### config.mk
export PLATFORM = sky130hd
export DESIGN_NAME = sio_burst2_ctrl
export DESIGN_NICKNAME = d
export VERILOG_FILES = /design/src/rtl/sio_b2_pkg.sv /design/src/rtl/sio_b2_ctrl.sv /design/src/rtl/sio_b2_dp.sv /design/src/rtl/sio_burst2_ctrl.sv
export SDC_FILE = /design/constraint.sdc
export NUM_CORES = 1
export LEC_CHECK = 0
export BUFFER_PORTS_ARGS = -buffer_cell sky130_fd_sc_hd__buf_4
export CORE_ASPECT_RATIO = 0.5
export CORE_MARGIN = 2
export CORE_UTILIZATION = 39
export CTS_BUF_LIST = sky130_fd_sc_hd__clkbuf_2 sky130_fd_sc_hd__clkbuf_4 sky130_fd_sc_hd__clkbuf_8
export DETAILED_ROUTE_END_ITERATION = 12
export REMOVE_ABC_BUFFERS = 1
export SYNTH_ARGS = -nofsm -noshare
export SYNTH_HDL_FRONTEND = slang
export SYNTH_SLANG_ARGS = --single-unit
### constraint.sdc
create_clock -name clk2x -period 1.98 [get_ports clk2x]
set_input_delay 0.495 -clock clk2x [delete_from_list [all_inputs] [get_ports clk2x]]
set_output_delay 0.495 -clock clk2x [all_outputs]
set_load 0.02 [all_outputs]
### src/rtl/sio_b2_pkg.sv
package sio_b2_pkg;
  typedef struct packed {
    logic launch;    // command goes out in the next slot
    logic isWrite;   // command type for launch
    logic drvWord0;  // drive first write word next slot
    logic drvWord1;  // drive second write word next slot
    logic cap0;      // sample first read word now
    logic cap1;      // sample second read word now
  } ctlStrobe_t;
endpackage

### src/rtl/sio_b2_ctrl.sv
module sio_b2_ctrl
  import sio_b2_pkg::*;
#(
  parameter int READ_LAT = 4
) (
  input  logic       clk2x,
  input  logic       rstN,
  input  logic       reqValid,
  input  logic       reqWrite,
  output logic       reqReady,
  output logic       kPhase,
  output ctlStrobe_t strobe
);
  localparam int RD_LEN = READ_LAT + 2;

  logic [2:0]        wrShift;
  logic [RD_LEN-1:0] rdShift;
  logic              accept;

  // a command may only launch into a primary slot, and never while a
  // write's data slots are still outstanding
  assign reqReady = !kPhase && (wrShift == 3'b000);
  assign accept   = reqValid && reqReady;

  always_ff @(posedge clk2x or negedge rstN) begin
    if (!rstN) begin
      kPhase  <= 1'b0;
      wrShift <= '0;
      rdShift <= '0;
    end else begin
      kPhase  <= !kPhase;
      wrShift <= {wrShift[1:0], accept && reqWrite};
      rdShift <= {rdShift[RD_LEN-2:0], accept && !reqWrite};
    end
  end

  always_comb begin
    strobe          = '0;
    strobe.launch   = accept;
    strobe.isWrite  = reqWrite;
    strobe.drvWord0 = wrShift[1];
    strobe.drvWord1 = wrShift[2];
    strobe.cap0     = rdShift[READ_LAT];
    strobe.cap1     = rdShift[READ_LAT+1];
  end
endmodule

### src/rtl/sio_b2_dp.sv
module sio_b2_dp
  import sio_b2_pkg::*;
#(
  parameter int ADDR_W = 8,
  parameter int DATA_W = 16
) (
  input  logic                clk2x,
  input  logic                rstN,
  input  ctlStrobe_t          strobe,
  input  logic [ADDR_W-1:0]   reqAddr,
  input  logic [DATA_W-1:0]   reqWdata0,
  input  logic [DATA_W-1:0]   reqWdata1,
  input  logic [DATA_W/8-1:0] reqMask0,
  input  logic [DATA_W/8-1:0] reqMask1,
  input  logic [DATA_W-1:0]   memQ,
  output logic                memLoadN,
  output logic                memRw,
  output logic [ADDR_W-1:0]   memAddr,
  output logic [DATA_W-1:0]   memD,
  output logic [DATA_W/8-1:0] memBwN,
  output logic                rspValid,
  output logic [DATA_W-1:0]   rspData0,
  output logic [DATA_W-1:0]   rspData1
);
  localparam int NBYTE = DATA_W / 8;

  logic [DATA_W-1:0] holdW0, holdW1;
  logic [NBYTE-1:0]  holdM0, holdM1;

  always_ff @(posedge clk2x or negedge rstN) begin
    if (!rstN) begin
      memLoadN <= 1'b1;
      memRw    <= 1'b1;
      memAddr  <= '0;
      holdW0   <= '0;
      holdW1   <= '0;
      holdM0   <= '0;
      holdM1   <= '0;
    end else begin
      memLoadN <= !strobe.launch;
      if (strobe.launch) begin
        memRw   <= !strobe.isWrite;
        memAddr <= reqAddr;
        if (strobe.isWrite) begin
          holdW0 <= reqWdata0;
          holdW1 <= reqWdata1;
          holdM0 <= reqMask0;
          holdM1 <= reqMask1;
        end
      end
    end
  end

  // per-byte write lanes
  for (genvar b = 0; b < NBYTE; b++) begin : g_lane
    always_ff @(posedge clk2x or negedge rstN) begin
      if (!rstN) begin
        memD[8*b +: 8] <= '0;
        memBwN[b]      <= 1'b1;
      end else if (strobe.drvWord0) begin
        memD[8*b +: 8] <= holdW0[8*b +: 8];
        memBwN[b]      <= !holdM0[b];
      end else if (strobe.drvWord1) begin
        memD[8*b +: 8] <= holdW1[8*b +: 8];
        memBwN[b]      <= !holdM1[b];
      end else begin
        memBwN[b]      <= 1'b1;
      end
    end
  end

  always_ff @(posedge clk2x or negedge rstN) begin
    if (!rstN) begin
      rspValid <= 1'b0;
      rspData0 <= '0;
      rspData1 <= '0;
    end else begin
      rspValid <= strobe.cap1;
      if (strobe.cap0) rspData0 <= memQ;
      if (strobe.cap1) rspData1 <= memQ;
    end
  end
endmodule

### src/rtl/sio_burst2_ctrl.sv
module sio_burst2_ctrl
  import sio_b2_pkg::*;
#(
  parameter int ADDR_W   = 8,
  parameter int DATA_W   = 16,
  parameter int READ_LAT = 4
) (
  input  logic                clk2x,
  input  logic                rstN,
  input  logic                reqValid,
  output logic                reqReady,
  input  logic                reqWrite,
  input  logic [ADDR_W-1:0]   reqAddr,
  input  logic [DATA_W-1:0]   reqWdata0,
  input  logic [DATA_W-1:0]   reqWdata1,
  input  logic [DATA_W/8-1:0] reqMask0,
  input  logic [DATA_W/8-1:0] reqMask1,
  output logic                rspValid,
  output logic [DATA_W-1:0]   rspData0,
  output logic [DATA_W-1:0]   rspData1,
  output logic                memClkK,
  output logic                memLoadN,
  output logic                memRw,
  output logic [ADDR_W-1:0]   memAddr,
  output logic [DATA_W-1:0]   memD,
  output logic [DATA_W/8-1:0] memBwN,
  input  logic [DATA_W-1:0]   memQ
);
  ctlStrobe_t strobe;

  sio_b2_ctrl #(.READ_LAT(READ_LAT)) i_ctrl (
    .clk2x    (clk2x),
    .rstN     (rstN),
    .reqValid (reqValid),
    .reqWrite (reqWrite),
    .reqReady (reqReady),
    .kPhase   (memClkK),
    .strobe   (strobe)
  );

  sio_b2_dp #(.ADDR_W(ADDR_W), .DATA_W(DATA_W)) i_dp (
    .clk2x     (clk2x),
    .rstN      (rstN),
    .strobe    (strobe),
    .reqAddr   (reqAddr),
    .reqWdata0 (reqWdata0),
    .reqWdata1 (reqWdata1),
    .reqMask0  (reqMask0),
    .reqMask1  (reqMask1),
    .memQ      (memQ),
    .memLoadN  (memLoadN),
    .memRw     (memRw),
    .memAddr   (memAddr),
    .memD      (memD),
    .memBwN    (memBwN),
    .rspValid  (rspValid),
    .rspData0  (rspData0),
    .rspData1  (rspData1)
  );
endmodule

==> results.md <==
- Avg Synthesized Cell Area: 15.8 sq um
- Worst Path Required: 1480 ps
- Worst Path Arrival: 1300 ps
- Slew margin rel.: 72.7%
- Measured slew at the worst slew-check pin: 409 ps
- Critical setup path kind: flop to output port
- Worst-path fanout max: 4
- Overall die area: 0.0112 sq mm
- Post-DP Area: 0.00512 sq mm
- Post-Route WL: 7800 microns
- Initial antenna violation count: 0
- First-pass DRT Iterations: 3
- Total GRT Usage: 14.6%
- Final nets: 449
- Slew Viols, Final: 0
- Post-DP HPWL: 5620 microns
- CTS Hold Bufs: 0
- Layout cells sized above 1: 51.9%
- Metal-1 WL: 3130 microns
- Final design utilization: 52.4%
- Max cap viols: 0
- Commonest non-fill, non-tap cells in the layout: buf_4 (132), dfrtp_1 (103), mux2_2 (47)
- Worst setup SP type: flop
- Setup ws final: 180 ps
- Initial Utilization: 39.6%
- Reg clk slew, reported paths: 90 ps
- Number of global-route vias before repair: 2552
- Power Density: 968 mW/mm^2
- Synth unique cells: 20
- Status: finished clean
- Die Ht: 75.7 microns
- Hold slack: 54.5 ps
- Cells after Synth: 254
- Cts bufs inserted: 9
- Pleak: 2.44 nW
- Sequential-to-total area share from yosys stat: 66.9%
- Most common cell after layout, fill and taps aside: buf_4
- DR vias: 2458
- Core area: 0.0101 sq mm
- Ports: 127
- Largest net degree at the start of global routing: 48
- # resized after CTS: 0
- Met2 WL: 4140 microns
- Post-Synthesis Cell Area: 0.00401 sq mm
- # clock sinks: 107
- Setup violations, final: 0
- Die width: 147 microns
- Maximum buffer depth of the clock tree: 2
- Min Tclk post-route: 1800 ps
- Crit end category: output port
- Post-route cell area: 0.00530 sq mm
- Routability cong.: 0.748
- CTS root buffer: clkbuf_8
- Post-CTS setup repair buffer count: 0
- DRT antenna net count: 0
- GR Overflow Total: 0
- ANT cells: 0
- CTS tree: yes
- Clock latency on the worst-skew pair: 360 ps
- Met3 WL: 394 microns
- Final period utilization: 90.9%
- Ys Warns: 0
- Total power: 5.13 mW
- #FFs+latches synth: 107
- Routed len/inst: 14.7 microns
- Clk_skew: 8.80 ps
- DR top layer: met4
- Worst hold path type: input pin to asynchronous set/reset pin
- Highest Clock Rate: 0.556 GHz
- Pre-CTS WS: 276 ps
- RSZ-0062 raised after global routing: false
- Peak VDD IR: 0.359 mV
- Htree depth: 3
- DR iter-0 viols: 58
- First-pass GRT wire length: 12300 microns
- Final Hold Viols: 0
- Port-buffer cells: 126
- Area growth, synth to finish: 32.2%
- Drt drc: 0
- Via density per instance: 4.65
- Row Count: 26
cell usage after synthesis, drive strengths merged:
library cell    n  area share (%)
and3            1            0.16
buf             8             1.9
and3b           1            0.22
clkbuf          6            0.56
a22oi           2            0.37
mux2           76              21
nor4            1            0.53
nor2b           1            0.16
dfstp           4             2.6
nand2          17             1.6
mux2i          16             4.0
dfrtp         103              64
o21ai          16             2.0
inv             1           0.093
a21o            1            0.19
stage by stage:
step	TNS (ps)	cells
after floorplan	-28360	240
after global placement	0	514
after detailed placement	0	514
after CTS	0	529
after global routing	0	529
final	0	529
final timing paths:
path / slack (ps) / end / start / cells after the start
max in group asynchronous: 1290 / i_dp.memBwN[1] / rstN / 2
min in group clk2x: 350 / i_dp.holdW0[11] / reqWdata0[11] / 2
hold reg to reg: 350 / i_ctrl.rdShift[2] / i_ctrl.rdShift[1] / 0
hold / removal: 50 / i_dp.memAddr[4] / rstN / 1
setup / recovery: 180 / reqReady / i_ctrl.wrShift[1] / 2
setup reg to reg: 270 / i_dp.holdW1[14] / i_ctrl.wrShift[1] / 4
cells by family (layout without fill, tap and decap cells):
kind of cell / after synthesis / count (layout) / synth area share [%]
mux: 92 / 92 / 25.3
simple gates: 21 / 21 / 2.65
compound gates: 19 / 19 / 2.56
flops: 107 / 107 / 66.9
buf+inv: 15 / 150 / 2.59
registers in the layout, indices dropped and copies added, names as in the netlist:
signal,cells
i_dp.holdW0,16
i_dp.holdW1,16
i_dp.memD,16
i_dp.rspData0,16
i_dp.rspData1,16
i_dp.memAddr,8
i_ctrl.rdShift,6
i_ctrl.wrShift,3
i_dp.holdM0,2
i_dp.holdM1,2
i_dp.memBwN,2
i_ctrl.kPhase,1
i_dp.memLoadN,1
i_dp.memRw,1
i_dp.rspValid,1
layer usage:
layer  global-route usage, %  up-vias
met2                    27.3       57
li1                        -     1142
met5                       0        -
met1                    15.7     1249
met3                    5.03       10
met4                    6.20        0
report_power, final:
| part | total [mW] | internal [mW] | switching (mW) |
|---|---|---|---|
| Sequential | 2.75 | 2.55 | 0.194 |
| Clock | 1.22 | 0.565 | 0.658 |
| Combinational | 1.16 | 0.595 | 0.565 |
worst max-delay path, stage by stage (launching register included):
cell and delay, ps:
dfrtp_1 420, nor4_4 330, buf_4 200
layout make-up:
| cell class | instances | area, sq um |
|---|---|---|
| inverter | 1 | 3.75 |
| clock buffer | 13 | 173 |
| tap | 140 | 175 |
| timing repair buffer | 134 | 1030 |
| multi-input combinational | 132 | 1230 |
| clock inverter | 2 | 10.0 |
| fill | 899 | 4820 |
| sequential | 107 | 2680 |
Note: power is estimated with default switching activity, not from simulation.
